File: src/rtl/stopctl_pkg.sv
package stopctl_pkg;

    // Timed-access key bytes, written in this order to the unlock register
    localparam logic [7:0] KEY_FIRST  = 8'hAA;
    localparam logic [7:0] KEY_SECOND = 8'h55;

    // Position of the stop control inside the power-control register
    localparam int STOP_BIT = 1;

    typedef enum logic {
        KEY_IDLE,
        KEY_ARMED
    } key_state_e;

    typedef enum logic {
        HOLD_COUNT,
        HOLD_RUN
    } hold_state_e;

    typedef struct packed {
        logic       en;
        logic [7:0] addr;
        logic [7:0] data;
    } bus_wr_t;

    // Bits needed to hold values 0..n
    function automatic int width_for(input int n);
        return (n < 2) ? 1 : $clog2(n + 1);
    endfunction

endpackage

File: src/rtl/stopctl_unlock.sv
module stopctl_unlock
    import stopctl_pkg::*;
#(
    parameter logic [7:0] UNLOCK_ADDR = 8'h3B,
    parameter logic [7:0] CTRL_ADDR   = 8'h3A,
    parameter int         UNLOCK_WIN  = 4
) (
    input  logic    clk,
    input  logic    rst,
    input  bus_wr_t wr,
    output logic    unlocked
);

    localparam int              WW       = width_for(UNLOCK_WIN);
    localparam logic [WW-1:0]   WIN_LOAD = WW'(UNLOCK_WIN);
    localparam logic [WW-1:0]   WIN_STEP = WW'(1);

    key_state_e      key_q;
    logic [WW-1:0]   win_q;

    always_ff @(posedge clk) begin
        if (rst) begin
            key_q <= KEY_IDLE;
            win_q <= '0;
        end else begin
            if (win_q != '0) begin
                win_q <= win_q - WIN_STEP;
            end
            if (wr.en) begin
                if (wr.addr == UNLOCK_ADDR) begin
                    if (key_q == KEY_ARMED && wr.data == KEY_SECOND) begin
                        win_q <= WIN_LOAD;
                        key_q <= KEY_IDLE;
                    end else if (wr.data == KEY_FIRST) begin
                        key_q <= KEY_ARMED;
                    end else begin
                        key_q <= KEY_IDLE;
                    end
                end else begin
                    key_q <= KEY_IDLE;
                    if (wr.addr == CTRL_ADDR) begin
                        win_q <= '0;
                    end
                end
            end
        end
    end

    assign unlocked = (win_q != '0);

endmodule

File: src/rtl/stopctl_pcon.sv
module stopctl_pcon (
    input  logic clk,
    input  logic rst,
    input  logic ctrl_wr,
    input  logic unlocked,
    input  logic stop_val,
    output logic stop_q
);

    always_ff @(posedge clk) begin
        if (rst) begin
            stop_q <= 1'b0;
        end else if (ctrl_wr && unlocked) begin
            stop_q <= stop_val;
        end
    end

endmodule

File: src/rtl/stopctl_hold.sv
module stopctl_hold
    import stopctl_pkg::*;
#(
    parameter int HOLD_CYCLES = 21504
) (
    input  logic clk,
    input  logic rst_in,
    input  logic osc_en,
    output logic core_rst,
    output logic sfr_init
);

    localparam int            CW   = $clog2(HOLD_CYCLES);
    localparam logic [CW-1:0] LAST = CW'(HOLD_CYCLES - 1);
    localparam logic [CW-1:0] ONE  = CW'(1);

    hold_state_e    st_q;
    logic [CW-1:0]  cnt_q;

    always_ff @(posedge clk) begin
        if (rst_in) begin
            st_q  <= HOLD_COUNT;
            cnt_q <= '0;
        end else if (st_q == HOLD_COUNT && osc_en) begin
            if (cnt_q == LAST) begin
                st_q <= HOLD_RUN;
            end else begin
                cnt_q <= cnt_q + ONE;
            end
        end
    end

    assign core_rst = (st_q == HOLD_COUNT);
    assign sfr_init = (st_q == HOLD_COUNT) && (cnt_q == ONE);

endmodule

File: src/rtl/stopctl.sv
module stopctl
    import stopctl_pkg::*;
#(
    parameter logic [7:0] CTRL_ADDR   = 8'h3A,
    parameter logic [7:0] UNLOCK_ADDR = 8'h3B,
    parameter int         UNLOCK_WIN  = 4,
    parameter int         HOLD_CYCLES = 21504
) (
    input  logic       clk,
    input  logic       por,
    input  logic       ext_rst,
    input  logic       wr_en,
    input  logic [7:0] wr_addr,
    input  logic [7:0] wr_data,
    output logic       osc_en,
    output logic       wdt_en,
    output logic       core_rst,
    output logic       sfr_init
);

    logic    any_rst;
    logic    stop_q;
    logic    unlocked;
    logic    ctrl_wr;
    bus_wr_t bus;

    assign any_rst = por | ext_rst;

    // A halted or resetting core issues no bus cycles
    assign bus.en   = wr_en & ~stop_q & ~core_rst;
    assign bus.addr = wr_addr;
    assign bus.data = wr_data;
    assign ctrl_wr  = bus.en && (bus.addr == CTRL_ADDR);

    stopctl_unlock #(
        .UNLOCK_ADDR (UNLOCK_ADDR),
        .CTRL_ADDR   (CTRL_ADDR),
        .UNLOCK_WIN  (UNLOCK_WIN)
    ) u_unlock (
        .clk      (clk),
        .rst      (any_rst),
        .wr       (bus),
        .unlocked (unlocked)
    );

    stopctl_pcon u_pcon (
        .clk      (clk),
        .rst      (any_rst),
        .ctrl_wr  (ctrl_wr),
        .unlocked (unlocked),
        .stop_val (bus.data[STOP_BIT]),
        .stop_q   (stop_q)
    );

    stopctl_hold #(
        .HOLD_CYCLES (HOLD_CYCLES)
    ) u_hold (
        .clk      (clk),
        .rst_in   (any_rst),
        .osc_en   (osc_en),
        .core_rst (core_rst),
        .sfr_init (sfr_init)
    );

    assign osc_en = ~stop_q;
    assign wdt_en = osc_en & ~core_rst;

endmodule

File: config.mk
export PLATFORM = sky130hd
export DESIGN_NAME = stopctl
export DESIGN_NICKNAME = d
export VERILOG_FILES = /design/src/rtl/stopctl_pkg.sv /design/src/rtl/stopctl_unlock.sv /design/src/rtl/stopctl_pcon.sv /design/src/rtl/stopctl_hold.sv /design/src/rtl/stopctl.sv
export SDC_FILE = /design/constraint.sdc
export NUM_CORES = 1
export LEC_CHECK = 0
export BUFFER_PORTS_ARGS = -buffer_cell sky130_fd_sc_hd__buf_2
export CAP_MARGIN = 20
export CORE_MARGIN = 10
export CORE_UTILIZATION = 41
export CTS_CLUSTER_SIZE = 25
export DETAILED_ROUTE_END_ITERATION = 12
export PLACE_DENSITY = 0.7
export SYNTH_ARGS = -nofsm -noshare
export SYNTH_HDL_FRONTEND = slang
export SYNTH_SLANG_ARGS = --single-unit
File: constraint.sdc
create_clock -name clk -period 4.5 [get_ports clk]
set_input_delay 0.9 -clock clk [delete_from_list [all_inputs] [get_ports clk]]
set_output_delay 0.9 -clock clk [all_outputs]
set_load 0.05 [all_outputs]
==> results.tsv, run 1 <==
stage	metric	value	unit
run_status	outcome	finished, final reports clean	
synthesis	postSynth.topFlopCell	dfxtp_1	
pwr	seqPwrFrac	63.1	%
route	drc	0	
sta	final_critical_path_setup_slack	2.01	ns
cts	post_cts_resized	0	
sta	timing.setup.tns	0	ns
min_path	whs_endpoint	u_unlock.key_q	
cts	max-clock-path-buffers	2	
route	drt.antenna.violating_nets	0	
die	rows	19	
pwr	clkPwrFrac	29.4	%
synthesis	netlist-cell-type-count	37	
cts	clk_root_buffer_cell	clkbuf_4	
synthesis	synthesis.yosys.warnings	0	
place	gp_congestion	0.853	
cts	cts_max_level	1	
critical_path	cp-end-kind	primary output	
sta	clock.fmax	0.401	GHz
critical_path	worst-setup-path-type	reg -> out	
place	dp_hpwl	2240	µm
critical_path	worst_ep_required_time	3.60	ns
critical_path	worstReg2RegEnd	u_hold.cnt_q[2]	
run	cap_viol_max_count	0	
sta	period_share	55.4	%
place	placedInstanceArea	1320	µm²
die	die_area	5500	µm²
sta	slew_viol_final	0	
synthesis	post_synth_instance_area	1200	µm²
place	placement.setup.worst_slack	2.35	ns
pwr	total_switching_power	0.0659	mW
cts	cts.clk_slew.worst_paths	0.11	ns
sta	worst-slew-pin-transition	0.547	ns
final_layout	final_design_area_no_fill	1350	µm²
final_layout	layoutNonFillerInstCount	199	
final_layout	synthToLayoutAreaGrowth	12.2	%
critical_path	worst-path-max-fanout	6	
synthesis	share_of_flip_flops_with_an_asynchronous_set_or_reset	0	%
pwr	vdd_drop_max	0.273	mV
sta	finalCriticalPeriod	2.49	ns
final_layout	antenna-diode-count	0	
min_path	hold_path_class	reg -> reg	
synthesis	yosys_register_bits	21	
route	vias	1176	
min_path	hold_start	u_unlock.key_q	
global_routing	globalRouteTotalUtil	10.9	%
route	drt_pre_antenna_iters	4	
synthesis	syn-num-nets	172	
sta	relSlewSlack	63.4	%
route	detail_route.vias_per_cell	5.91	
cts	hold_buffers	0	
global_routing	grt-ovfl-total	0	
final_layout	final_net_count	194	
min_path	min_delay_path_depth	2	
global_routing	grt_pass1_wl	4840	µm
pwr	power.share.switching	22.1	%
cts	post-cts-setup-buffers	0	
die	die_y	74.2	µm
pwr	power.static_leakage	0.556	nW
cts	insertion_delay	0.30	ns
pwr	comb_power_share	7.5	%
critical_path	cp-start-kind	flip-flop	
place	count_of_port_buffers_added_during_placement	23	
final_layout	drive_above_1_share	17.3	%
cts	cts.sink_count	21	
pwr	p_int	0.232	mW
synthesis	syn_inst	147	
cts	tritoncts.num_buffers	3	
synthesis	avgSynthCellArea	8.18	µm²
route	avgRoutedWirePerCell	14.3	µm
sta	clock_skew	0.00289	ns
global_routing	antenna_found_initial	0	
sta	setup_viol	0	
die	placeableCoreArea	2780	µm²
place	placedCellCount	195	
route	detail_route.wirelength	2850	µm
global_routing	grt_max_degree	17	
global_routing	first_global_vias	1107	
sta	rsz0062_at_grt	false	
pwr	power_density	221	nW/µm²
die	initial_utilization	43.2	%
cts	tritoncts	built	
die	floorplan.die.width	74.2	µm
sta	hold_violation_count_in_the_final_report	0	
critical_path	worst_r2r_startpoint	u_hold.cnt_q[0]	
synthesis	synth.yosys.seq_area_share	35.0	%
synthesis	synth_enable_flop_cells	0	
die	io-pin-count	24	
route	drt_first_iter_violations	39	
critical_path	rrSetupSlack	2.65	ns
critical_path	critical_path_arrival	1.59	ns
critical_path	reg2regPathDepth	5	
[routing by layer]
| layer | up-vias | share of wire (%) | global-route usage, % | wire [µm] |
|---|---|---|---|---|
| met5 | - | 0 | 0 | 0 |
| met2 | 30 | 51 | 20.0 | 1460 |
| met3 | 2 | 6.3 | 3.32 | 179 |
| li1 | 597 | - | - | - |
| met1 | 547 | 41 | 11.6 | 1170 |
| met4 | 0 | 1.0 | 3.11 | 29 |
[worst max path at each step]
stage / from / endpoint / slack [ns]
3_5_place_dp: u_hold.cnt_q[0] / sfr_init / 2.35
4_1_cts: u_hold.cnt_q[0] / sfr_init / 1.99
3_3_place_gp: ext_rst / u_hold.cnt_q[10] / 2.40
2_1_floorplan: u_hold.st_q / wdt_en / 2.28
6_report: u_hold.cnt_q[0] / sfr_init / 2.01
5_1_grt: u_hold.cnt_q[0] / sfr_init / 1.84
[metrics by stage]
step | power, mW | hold WS [ns] | utilization [%]
after floorplan | 0.203 | 0.441 | -
after global placement | 0.214 | 0.458 | 47.5
after detailed placement | 0.215 | 0.470 | 47.5
after CTS | 0.305 | 0.488 | 48.5
after global routing | 0.314 | 0.521 | 48.5
final | 0.298 | 0.483 | 48.5
[placed cells by master (no fill, tap or decap), types with 2 or more instances in the layout]
| cell | count |
|---|---|
| ha_1 | 5 |
| nor4_1 | 2 |
| nor3_1 | 4 |
| nand4_1 | 10 |
| inv_1 | 9 |
| or4_1 | 2 |
| buf_2 | 23 |
| a21oi_1 | 12 |
| nor4b_1 | 2 |
| xor2_1 | 2 |
| or3_1 | 6 |
| and3b_1 | 2 |
| nor2_1 | 12 |
| nand2_1 | 7 |
| nand3_1 | 6 |
| o211a_1 | 2 |
| dfxtp_1 | 21 |
| and4_1 | 6 |
| clkbuf_4 | 3 |
| o211ai_1 | 3 |
| o21ai_0 | 8 |
| and3_1 | 5 |
| nor4bb_1 | 2 |
[power by group through the flow]
stage                     Sequential (mW)  Combinational (mW)  Clock (mW)
after global routing                0.188              0.0248       0.101
final                               0.188              0.0223      0.0876
after global placement              0.192              0.0216           0
after detailed placement            0.192              0.0224           0
after CTS                           0.188              0.0224      0.0941
after floorplan                     0.192              0.0110           0
[sequential cells by signal, summed over array words and instances (netlist names)]
| name | flops |
|---|---|
| u_unlock.key_q | 1 |
| u_unlock.win_q | 3 |
| u_hold.st_q | 1 |
| u_pcon.stop_q | 1 |
| u_hold.cnt_q | 15 |
[cells by family (layout without fill, tap and decap cells)]
family                     count (synthesis)  in the layout  synth area share, %
and+or+nand+nor                           73             73                 36.8
buffers and inverters                     15             36                 5.62
AOI/OAI and AO/OA                         30             30                 15.1
muxes                                      1              1                0.832
xor gates and xnor gates                   2              2                 1.46
DFF                                       21             21                 35.0
adders and majority gates                  5              5                 5.20
[final cells by class]
type,instances,area (µm²)
clock buffer,4,26.3
fill,267,1430
inverter,9,33.8
multi-input combinational,111,714
sequential,21,420
tap,31,38.8
timing repair buffer,23,115
[synthesized netlist by cell type (2+ instances only)]
library cell	number	share of area, %
o211a_1	2	1.7
or3_1	6	3.1
a21oi_1	12	5.0
and3b_1	2	1.5
or4_1	2	1.2
o211ai_1	3	1.9
ha_1	5	5.2
nor3_1	4	1.7
clkbuf_1	2	0.62
nor4b_1	2	1.5
nand4_1	10	5.2
o21ai_0	8	3.3
nand2_1	7	2.2
nand3_1	6	2.5
nor4bb_1	2	1.7
nor2_1	12	3.7
nor4_1	2	1.0
and3_1	5	2.6
inv_1	9	2.8
buf_2	3	1.2
dfxtp_1	21	35
and4_1	6	4.4
xor2_1	2	1.5
[worst max-delay path, cell delays in order, from the launching register on]
cell and delay (ns):
dfxtp_1 0.43, ha_1 0.16, nor4b_1 0.21, and4_1 0.22
buf_2 0.26
(Power assumes the default switching activity.)
==> run 2, diff against run 1 <==
Clock period 4.5 ns to 2.3 ns, I/O delays scaled along.
==> results.tsv, run 2 (synthesis gave the netlist of run 1 again) <==
stage	metric	value	unit	change
run_status	outcome	finished, final reports clean		unchanged
route	detail_route.wirelength	2890	µm	was 2850 µm
die	die_y	74.2	µm	unchanged
pwr	p_int	0.454	mW	was 0.232 mW
sta	worst-slew-pin-transition	0.567	ns	was 0.547 ns
route	detail_route.vias_per_cell	5.97		was 5.91
global_routing	grt_pass1_wl	5030	µm	was 4840 µm
critical_path	worst_r2r_startpoint	u_hold.cnt_q[0]		unchanged
final_layout	leading_cell_type_in_the_layout_fill_and_taps_excluded	buf_2		unchanged
min_path	whs_endpoint	u_unlock.key_q		unchanged
sta	clock_skew	0.00259	ns	was 0.00289 ns
cts	max-clock-path-buffers	2		unchanged
cts	clk_root_buffer_cell	clkbuf_4		unchanged
critical_path	rrSetupSlack	0.49	ns	was 2.65 ns
final_layout	final_net_count	194		unchanged
route	vias	1188		was 1176
min_path	min_delay_path_depth	3		was 2
pwr	power.share.switching	23.4	%	was 22.1%
die	placeableCoreArea	2780	µm²	unchanged
sta	hold_violation_count_in_the_final_report	0		unchanged
critical_path	crit_chain	ha_1 > nor4b_1 > and4_1 > buf_2		unchanged
place	count_of_port_buffers_added_during_placement	23		unchanged
critical_path	timing.critical_path.max_delay_family	flip-flops		unchanged
route	highest_layer	met4		unchanged
pwr	total_switching_power	0.139	mW	was 0.0659 mW
critical_path	timing.critical_path.from	u_hold.cnt_q[0]		unchanged
critical_path	critical_path_arrival	1.57	ns	was 1.59 ns
pwr	comb_power_share	7.4	%	was 7.5%
cts	cts_max_level	1		unchanged
min_path	hold_start	wr_data[1]		was u_unlock.key_q
sta	finalCriticalPeriod	2.03	ns	
pwr	power_density	440	nW/µm²	was 221 nW/µm²
place	dp_hpwl	2290	µm	was 2240 µm
critical_path	crit_path_max_incr_delay	0.42	ns	was 0.43 ns
global_routing	grt-ovfl-total	0		unchanged
critical_path	cp-end-kind	primary output		unchanged
critical_path	worst_ep_required_time	1.84	ns	was 3.60 ns
sta	final.hold.worst_slack	0.427	ns	was 0.483 ns
cts	cts.clk_slew.worst_paths	0.12	ns	was 0.11 ns
critical_path	worstReg2RegEnd	u_hold.cnt_q[3]		was u_hold.cnt_q[2]
critical_path	timing.critical_path.buf_inv	1		unchanged
route	met3RoutedLength	161	µm	was 179 µm
route	route.met2.wl	1520	µm	was 1460 µm
cts	post_cts_resized	0		unchanged
final_layout	top_regs	u_hold.cnt_q: 15 flops, u_unlock.win_q: 3 flops		unchanged
pwr	seqPwrFrac	62.0	%	was 63.1%
route	drt_pre_antenna_iters	4		unchanged
pwr	vdd_drop_max	0.278	mV	was 0.273 mV
global_routing	grt_max_degree	17		unchanged
critical_path	critPathSlowestCell	dfxtp_1		unchanged
cts	tritoncts	built		unchanged
cts	post-cts-setup-buffers	0		unchanged
die	initial_utilization	43.2	%	unchanged
final_layout	antenna-diode-count	0		unchanged
sta	relSlewSlack	62.1	%	was 63.4%
route	drc	0		unchanged
route	drt.antenna.violating_nets	0		unchanged
final_layout	largest_reg_flops	15		unchanged
sta	period_share	88.3	%	
sta	slew_viol_final	0		unchanged
final_layout	layoutNonFillerInstCount	199		unchanged
cts	hold_buffers	0		unchanged
final_layout	final_cell_mix	23 x buf_2, 21 x dfxtp_1, 12 x nor2_1, 12 x a21oi_1, 10 x nand4_1		unchanged
critical_path	cp-start-kind	flip-flop		unchanged
die	rows	19		unchanged
cts	cts.sink_count	21		unchanged
route	drt-met1-wl	1190	µm	was 1170 µm
final_layout	final_design_area_no_fill	1350	µm²	unchanged
place	placedInstanceArea	1320	µm²	unchanged
die	io-pin-count	24		unchanged
critical_path	worst-setup-path-type	reg -> out		unchanged
critical_path	worst-path-max-fanout	6		unchanged
route	avgRoutedWirePerCell	14.5	µm	was 14.3 µm
global_routing	globalRouteTotalUtil	11.3	%	was 10.9%
final_layout	drive_above_1_share	17.3	%	unchanged
sta	timing.setup.tns	0	ns	unchanged
run	cap_viol_max_count	0		unchanged
global_routing	antenna_found_initial	0		unchanged
sta	rsz0062_at_grt	false		unchanged
global_routing	first_global_vias	1132		was 1107
final_layout	fin_util	48.5	%	unchanged
route	drt_first_iter_violations	55		was 39
critical_path	reg2regPathDepth	5		unchanged
place	placedCellCount	195		unchanged
pwr	clkPwrFrac	30.6	%	was 29.4%
sta	setup_viol	0		unchanged
final_layout	registers.top_by_ff_count	u_hold.cnt_q		unchanged
die	floorplan.die.width	74.2	µm	unchanged
pwr	power.static_leakage	0.556	nW	unchanged
final_layout	synthToLayoutAreaGrowth	12.2	%	unchanged
cts	tritoncts.num_buffers	3		unchanged
die	die_area	5500	µm²	unchanged
place	gp_congestion	0.888		was 0.853
min_path	hold_path_class	in -> reg		was reg -> reg
sta	clock.fmax	0.493	GHz	
cts	insertion_delay	0.31	ns	was 0.30 ns
-- run 2: cell counts in the layout (fill, tap and decap cells not counted) --
No cell type changed its count.
-- run 2: final cells by class --
class	instances	area, µm²
well taps	31	38.8
fillers	278	1430
multi-input cells	111	714
inverters	9	33.8
repair buffers	23	115
flip-flops and latches	21	420
clock buffers	4	26.3
-- run 2: worst max-delay path by stage --
| stage | end | slack, ns | cells past startpoint |
|---|---|---|---|
| final | sfr_init | 0.27 | 4 |
| after global routing | sfr_init | 0.08 | 4 |
| after CTS | sfr_init | 0.25 | 4 |
| after detailed placement | u_hold.cnt_q[6] | 0.52 | 5 |
| after global placement | u_hold.cnt_q[6] | 0.60 | 5 |
| after floorplan | wdt_en | 0.52 | 2 |
-- run 2: metrics by stage --
| step | setup slack [ns] | total power, mW |
|---|---|---|
| finish | 0.270 | 0.593 |
| global route | 0.0752 | 0.627 |
| CTS | 0.251 | 0.601 |
| detailed placement | 0.519 | 0.420 |
| global placement | 0.596 | 0.418 |
| floorplan | 0.524 | 0.397 |
-- run 2: power groups by stage --
stage | combinational, mW | sequential, mW | clock [mW]
2_1_floorplan | 0.0216 | 0.375 | 0
3_3_place_gp | 0.0429 | 0.376 | 0
3_5_place_dp | 0.0443 | 0.376 | 0
4_1_cts | 0.0444 | 0.368 | 0.189
5_1_grt | 0.0497 | 0.368 | 0.209
6_report | 0.0439 | 0.367 | 0.182
-- run 2: tightest hold or removal path: stages --
cell,delay [ns]
buf_2,0.11
nand4_1,0.07
a21oi_1,0.06
-- run 2: routing by layer --
layer,vias to the layer above,global-route usage (%)
met5,-,0
met4,0,3.93
met3,4,3.72
met2,35,20.1
met1,556,12.1
li1,593,-
==> run 3, diff against run 2 <==
Clock period 2.3 ns to 2.45 ns, I/O delays scaled along.
==> results.tsv, run 3 (synthesis gave the netlist of run 1 again) <==
stage	metric	value	unit	change
run_status	outcome	finished, final reports clean		unchanged
critical_path	worst_ep_required_time	1.96	ns	was 1.84 ns
die	floorplan.die.width	74.2	µm	unchanged
final_layout	drive_above_1_share	17.9	%	was 17.3%
cts	max-clock-path-buffers	2		unchanged
critical_path	critical_path_arrival	1.63	ns	was 1.57 ns
place	dp_hpwl	2310	µm	was 2290 µm
sta	period_share	86.5	%	
pwr	power.static_leakage	0.559	nW	was 0.556 nW
sta	worst-slew-pin-transition	0.564	ns	was 0.567 ns
final_layout	final_net_count	194		unchanged
route	detail_route.wirelength	3000	µm	was 2890 µm
place	placedInstanceArea	1320	µm²	unchanged
route	drt_first_iter_violations	71		was 55
final_layout	antenna-diode-count	0		unchanged
sta	clock.fmax	0.472	GHz	
global_routing	globalRouteTotalUtil	11.6	%	was 11.3%
cts	post_cts_resized	0		unchanged
pwr	power_density	411	nW/µm²	was 440 nW/µm²
final_layout	leading_cell_type_in_the_layout_fill_and_taps_excluded	buf_2		unchanged
sta	rsz0062_at_grt	false		unchanged
min_path	hold_path_class	in -> reg		unchanged
global_routing	grt_pass1_wl	5130	µm	was 5030 µm
sta	hold_violation_count_in_the_final_report	0		unchanged
cts	cts.sink_count	21		unchanged
cts	clk_root_buffer_cell	clkbuf_4		unchanged
die	die_y	74.2	µm	unchanged
die	rows	19		unchanged
critical_path	reg2regPathDepth	5		unchanged
die	die_area	5500	µm²	unchanged
final_layout	final_design_area_no_fill	1350	µm²	about the same
sta	relSlewSlack	62.3	%	was 62.1%
critical_path	cp-end-kind	primary output		unchanged
die	initial_utilization	43.2	%	unchanged
global_routing	grt_max_degree	17		unchanged
cts	post-cts-setup-buffers	0		unchanged
route	drc	0		unchanged
final_layout	final_cell_mix	23 x buf_2, 21 x dfxtp_1, 12 x nor2_1, 12 x a21oi_1, 10 x nand4_1		unchanged
route	drt.antenna.violating_nets	0		unchanged
route	avgRoutedWirePerCell	15.1	µm	was 14.5 µm
die	placeableCoreArea	2780	µm²	unchanged
sta	finalCriticalPeriod	2.12	ns	
sta	setup_viol	0		unchanged
final_layout	top_regs	u_hold.cnt_q: 15 flops, u_unlock.win_q: 3 flops		unchanged
final_layout	registers.top_by_ff_count	u_hold.cnt_q		unchanged
cts	insertion_delay	0.31	ns	about the same
route	detail_route.vias_per_cell	5.86		was 5.97
sta	clock_skew	0.00357	ns	was 0.00259 ns
sta	final.hold.worst_slack	0.453	ns	was 0.427 ns
final_layout	layout.filler_cells	267		was 278
place	gp_congestion	0.840		was 0.888
cts	cts_max_level	1		unchanged
global_routing	grt-ovfl-total	0		unchanged
final_layout	synthToLayoutAreaGrowth	12.3	%	was 12.2%
critical_path	cp-start-kind	flip-flop		unchanged
sta	timing.setup.tns	0	ns	unchanged
min_path	min_delay_path_depth	3		unchanged
cts	hold_buffers	0		unchanged
global_routing	antenna_found_initial	0		unchanged
pwr	vdd_drop_max	0.337	mV	was 0.278 mV
sta	slew_viol_final	0		unchanged
global_routing	first_global_vias	1146		was 1132
final_layout	largest_reg_flops	15		unchanged
cts	tritoncts.num_buffers	3		unchanged
route	vias	1167		was 1188
cts	cts.clk_slew.worst_paths	0.12	ns	about the same
critical_path	worst-setup-path-type	reg -> out		unchanged
die	io-pin-count	24		unchanged
cts	tritoncts	built		unchanged
critical_path	worst-path-max-fanout	6		unchanged
route	drt_pre_antenna_iters	4		unchanged
place	count_of_port_buffers_added_during_placement	23		unchanged
run	cap_viol_max_count	0		unchanged
==> run 3: metrics by stage <==
stage          setup WS [ns]  std cells  total power, mW  util [%]
6_report               0.331        199            0.555      48.5
3_3_place_gp           0.740        195            0.393      47.5
5_1_grt                0.214        199            0.582      48.5
2_1_floorplan          0.644        147            0.373         -
3_5_place_dp           0.685        195            0.395      47.5
4_1_cts                0.348        199            0.564      48.5
==> run 3: final cells by class <==
| cell class | instances | area (µm²) | share of cell area [%] |
|---|---|---|---|
| Tap cell | 31 | 38.8 | 2.87 |
| Clock buffer | 3 | 22.5 | 1.67 |
| Multi-Input combinational cell | 111 | 714 | 52.9 |
| Timing Repair Buffer | 23 | 115 | 8.53 |
| Clock inverter | 1 | 5.00 | 0.371 |
| Sequential cell | 21 | 420 | 31.1 |
| Inverter | 9 | 33.8 | 2.50 |
==> run 3: power by group <==
part	internal (mW)	total [mW]	switching, mW
clock network	0.0610	0.168	0.107
registers	0.343	0.345	0.00222
logic	0.0197	0.0419	0.0222
==> run 3: path summary, 6_finish.rpt <==
check                   startpoint               to  slack (ns)
setup / recovery  u_hold.cnt_q[10]         sfr_init        0.33
hold / removal          wr_data[1]   u_unlock.key_q        0.45
setup reg to reg   u_hold.cnt_q[0]  u_hold.cnt_q[3]        0.63
hold reg to reg     u_unlock.key_q   u_unlock.key_q        0.47
==> run 3: layer usage <==
metal	vias up	track usage, %	share of wire [%]
li1	595	-	-
met5	-	0	0
met4	0	3.93	1.4
met2	20	21.1	52
met3	6	3.06	4.2
met1	546	12.6	42
==> run 3: worst max-delay path, stage by stage (launching register included) <==
cell and delay, ns:
dfxtp_1 0.37, nor3_1 0.42, and4_1 0.26, buf_2 0.26
